===== src/rtl/irq_src_pkg.sv =====
package irq_src_pkg;
  // Route encoding: matches the command data bit (0 = sector read)
  typedef enum logic {
    ROUTE_DMA  = 1'b0,
    ROUTE_DISK = 1'b1
  } route_e;

  localparam int unsigned SRC_COUNT = 2;
  localparam int unsigned SRC_DMA   = 0;
  localparam int unsigned SRC_DISK  = 1;
endpackage


===== src/rtl/cmd_snoop.sv =====
module cmd_snoop #(
  parameter int unsigned ADDR_W   = 3,
  parameter int unsigned DATA_W   = 8,
  parameter int unsigned CMD_ADDR = 7,
  parameter int unsigned CMD_BIT  = 4
) (
  input  logic              clk,
  input  logic              rst_n,
  input  logic              sel_n,
  input  logic              wr_n,
  input  logic [ADDR_W-1:0] addr,
  input  logic [DATA_W-1:0] wdata,
  output irq_src_pkg::route_e route
);
  import irq_src_pkg::*;

  localparam logic [ADDR_W-1:0] CMD_A = ADDR_W'(CMD_ADDR);

  logic wr_n_q;
  logic hit_q;
  logic bit_q;
  logic strobe_end;
  logic unused_wdata;

  // Bus view from the previous cycle: the values present while the strobe was low
  always_ff @(posedge clk or negedge rst_n) begin
    if (!rst_n) begin
      wr_n_q <= 1'b1;
      hit_q  <= 1'b0;
      bit_q  <= 1'b1;
    end else begin
      wr_n_q <= wr_n;
      hit_q  <= !sel_n && (addr == CMD_A);
      bit_q  <= wdata[CMD_BIT];
    end
  end

  assign strobe_end = !wr_n_q && wr_n;

  always_ff @(posedge clk or negedge rst_n) begin
    if (!rst_n) begin
      route <= ROUTE_DISK;
    end else if (strobe_end && hit_q) begin
      route <= route_e'(bit_q);
    end
  end

  assign unused_wdata = ^wdata;
endmodule


===== src/rtl/irq_sync.sv =====
module irq_sync #(
  parameter int unsigned WIDTH  = 2,
  parameter int unsigned STAGES = 2
) (
  input  logic             clk,
  input  logic             rst_n,
  input  logic [WIDTH-1:0] async_in,
  output logic [WIDTH-1:0] sync_out
);
  for (genvar s = 0; s < WIDTH; s++) begin : g_src
    logic [STAGES-1:0] chain;

    always_ff @(posedge clk or negedge rst_n) begin
      if (!rst_n) begin
        chain <= '0;
      end else if (STAGES == 1) begin
        chain <= async_in[s];
      end else begin
        chain <= {chain[STAGES-2:0], async_in[s]};
      end
    end

    assign sync_out[s] = chain[STAGES-1];
  end
endmodule


===== src/rtl/irq_route_mux.sv =====
module irq_route_mux (
  input  irq_src_pkg::route_e                        route,
  input  logic [irq_src_pkg::SRC_COUNT-1:0]          src_irq,
  output logic                                       irq_out
);
  import irq_src_pkg::*;

  always_comb begin
    unique case (route)
      ROUTE_DMA:  irq_out = src_irq[SRC_DMA];
      ROUTE_DISK: irq_out = src_irq[SRC_DISK];
      default:    irq_out = 1'b0;
    endcase
  end
endmodule


===== src/rtl/irq_src_sel.sv =====
module irq_src_sel #(
  parameter int unsigned ADDR_W      = 3,
  parameter int unsigned DATA_W      = 8,
  parameter int unsigned CMD_ADDR    = 7,
  parameter int unsigned CMD_BIT     = 4,
  parameter int unsigned SYNC_STAGES = 2
) (
  input  logic              clk,
  input  logic              rst_n,
  input  logic              bus_sel_n,
  input  logic              bus_wr_n,
  input  logic [ADDR_W-1:0] bus_addr,
  input  logic [DATA_W-1:0] bus_wdata,
  input  logic              dma_irq,
  input  logic              disk_irq,
  output logic              sys_irq
);
  import irq_src_pkg::*;

  route_e               route;
  logic [SRC_COUNT-1:0] raw_irq;
  logic [SRC_COUNT-1:0] synced_irq;

  assign raw_irq[SRC_DMA]  = dma_irq;
  assign raw_irq[SRC_DISK] = disk_irq;

  cmd_snoop #(
    .ADDR_W  (ADDR_W),
    .DATA_W  (DATA_W),
    .CMD_ADDR(CMD_ADDR),
    .CMD_BIT (CMD_BIT)
  ) u_snoop (
    .clk  (clk),
    .rst_n(rst_n),
    .sel_n(bus_sel_n),
    .wr_n (bus_wr_n),
    .addr (bus_addr),
    .wdata(bus_wdata),
    .route(route)
  );

  irq_sync #(
    .WIDTH (SRC_COUNT),
    .STAGES(SYNC_STAGES)
  ) u_sync (
    .clk     (clk),
    .rst_n   (rst_n),
    .async_in(raw_irq),
    .sync_out(synced_irq)
  );

  irq_route_mux u_mux (
    .route  (route),
    .src_irq(synced_irq),
    .irq_out(sys_irq)
  );
endmodule


===== config.mk =====
export PLATFORM = sky130hd
export DESIGN_NAME = irq_src_sel
export DESIGN_NICKNAME = d
export VERILOG_FILES = /design/src/rtl/irq_src_pkg.sv /design/src/rtl/cmd_snoop.sv /design/src/rtl/irq_sync.sv /design/src/rtl/irq_route_mux.sv /design/src/rtl/irq_src_sel.sv
export SDC_FILE = /design/constraint.sdc
export NUM_CORES = 1
export LEC_CHECK = 0
export BUFFER_PORTS_ARGS = -buffer_cell sky130_fd_sc_hd__buf_2
export CAP_MARGIN = 25
export CORE_AREA = 4 4 41 43
export DETAILED_ROUTE_END_ITERATION = 8
export DIE_AREA = 0 0 45 47
export SLEW_MARGIN = 20
export SYNTH_ARGS = -nofsm -noshare
export SYNTH_HDL_FRONTEND = slang
export SYNTH_SLANG_ARGS = --single-unit

===== constraint.sdc =====
create_clock -name clk -period 1.05 [get_ports clk]
set_input_delay 0.21 -clock clk [delete_from_list [all_inputs] [get_ports clk]]
set_output_delay 0.21 -clock clk [all_outputs]
set_load 0.005 [all_outputs]

==> impl_metrics.ini <==
[floorplan]
initial_utilization_pct = 20.0
die_w_um = 45
die_h_um = 47
core-area_um2 = 1300
die_area_um2 = 2120
rows = 13
io_pins = 18

[cells_and_area]
layout.cells.non_filler = 42
synthToLayoutAreaGrowth_pct = 44.2
fin_util_pct = 28.8
diodes = 0
drive_gt1_share_pct = 70.4
nFillCells = 144
finalNetCount = 45

[global_routing]
grt_pass1_vias = 175
grt_remaining_overflow = 0
grt_pass1_wl_um = 710
antenna_found_initial = 0
grt_use_total_pct = 5.68
grt_max_degree = 9

[setup_path]
end_kind = primary output
arrival_ns = 1.19
critPathKind = flop to primary output
cp_max_fo = 2
cp.required_ns = 0.84
startpoint_type = flop

[drt]
wl_per_cell_um = 9.88
drc_errors = 0
antenna_left = 0
wirelength_um = 415
vias_per_cell = 3.57
drt-initial-drc-count = 0
dr.pass1.iters = 1
via_count = 150

[timing]
whs_ns = 0.0561
setup_ws_ns = -0.352
post-route-period-util_pct = 133
finalMaxSlewViolations = 0
max_freq_mhz = 713
relSlewSlack_pct = 88.1
period_minus_slack_ns = 1.40
worst_slew_pin_slew_ns = 0.179
rsz0062_at_grt = true
hold_violations = 0
fin_skew_ns = 0.00353
timing.setup.tns_ns = -0.352
finalSetupViolations = 1

[power]
p_leak_nw = 0.196
intPower_w = 0.000528
power_frac_comb_pct = 9.9
clockPowerShare_pct = 37.1
p_per_area_nw_per_um2 = 1740
p_seq_share_pct = 53.1
swShare_pct = 19.2
switching_power_w = 0.000126
finalPower_w = 0.000654
irDropWorstVdd_mv = 0.583

[synthesis]
synth-seq-cells = 8
ys_seq_area_share_pct = 78.4
yosysMostFrequentCell = dfrtp_1
synth-edff-count = 0
ys_async_sr_fraction_pct = 100
syn-cell-area_um2 = 260
synth.cells.most_frequent = dfrtp_1 (5), dfstp_2 (3)
synth.area.top_cells = dfrtp_1 (48%), dfstp_2 (30%), nand3b_4 (7.7%)
synth_top_cell_by_area = dfrtp_1
yosysUniqueCellTypes = 6
synth_ff_type = dfrtp_1
synth_cells = 12
yosysTopAreaCellShare_pct = 48.1
syn_nets = 29
ys_warn_count = 0
syn_avg_cell_area_um2 = 21.7

[clock_network]
cts_tree = yes
h-tree-depth = 1
path_clk_slew_ns = 0.05
clockBufferDepth = 2
cts_sinks = 8
numCtsBuffers = 3
clockRootBuffer = clkbuf_4
worstSkewPairLatency_ns = 0.25

[placed_design]
place_congestion = 0.626
io_buffers = 10
place_inst = 37

[run]
cap_violations = 0

[worst_hold_path]
hold_path_class = input port to flop

[run_status]
violations = setup timing
outcome = finished with violations
power by group through the flow:
stage / clock [W] / combinational (W) / sequential [W]
after floorplan: 0 / 0.0000231 / 0.000348
after global placement: 0 / 0.0000495 / 0.000349
after detailed placement: 0 / 0.0000519 / 0.000351
after CTS: 0.000263 / 0.0000659 / 0.000347
after global routing: 0.000280 / 0.0000701 / 0.000349
final: 0.000242 / 0.0000647 / 0.000347
sequential cells by signal, summed over array words and instances, names as in the netlist:
name / flops
u_snoop.bit_q: 1
u_snoop.wr_n_q: 1
u_snoop.hit_q: 1
u_snoop.route: 1
u_sync.g_src.chain: 4
path summary, 6_finish.rpt:
kind / slack (ns) / cells after the start / to / startpoint
max: -0.35 / 2 / sys_irq / u_snoop.route
min: 0.06 / 1 / u_snoop.bit_q / bus_wdata[4]
max reg2reg: 0.05 / 2 / u_snoop.route / u_snoop.wr_n_q
min reg2reg: 0.35 / 0 / u_sync.g_src[0].chain[1] / u_sync.g_src[0].chain[0]
max in group asynchronous: 0.49 / 2 / u_snoop.wr_n_q / rst_n
min in group asynchronous: 0.32 / 2 / u_snoop.hit_q / rst_n
final cells by class:
| type | count | area [um^2] | share of cell area, % |
|---|---|---|---|
| multi-input combinational | 4 | 60.1 | 16.0 |
| timing repair buffer | 11 | 66.3 | 17.7 |
| clock buffer | 4 | 26.3 | 7.00 |
| sequential | 8 | 204 | 54.3 |
| tap | 15 | 18.8 | 5.00 |
cells in the final DEF (no fill, tap or decap):
cell / instances
buf_2: 9
dfrtp_1: 5
clkbuf_4: 3
dfstp_2: 3
mux2_4: 2
and4b_1: 1
nand3b_4: 1
clkbuf_1: 1
dlygate4sd3_1: 1
buf_6: 1
stage by stage:
stage | setup slack [ns] | instance area [um^2]
6_report | -0.352 | 375
4_1_cts | -0.373 | 375
3_3_place_gp | -0.114 | 329
5_1_grt | -0.398 | 375
2_1_floorplan | 0.00425 | 260
3_5_place_dp | -0.112 | 329
logic make-up after synthesis:
logic type | count (synthesis) | share of synthesized area [%]
DFF | 8 | 78.4
muxes | 2 | 10.1
and+or+nand+nor | 2 | 11.5
timing repair:
item / CTS / global route
setup endpoints to repair: 1 / 1
hold buffers: 1 / 0
endpoints found under the hold margin: 8 / 0
resized for setup: 2 / 0
setup buffers: 0 / 0
worst max-delay path, cell delays in order, from the launching register on:
cell	delay, ns
dfstp_2	0.53
mux2_4	0.30
buf_6	0.11
layer usage:
metal  vias to the layer above  wire [um]  global-route usage (%)
met2                        11        181                    6.50
li1                         71          -                       -
met1                        68        177                    5.65
met5                         -          0                       0
met4                         0          0                    5.26
met3                         0         56                    5.75
(Power assumes the default switching activity.)
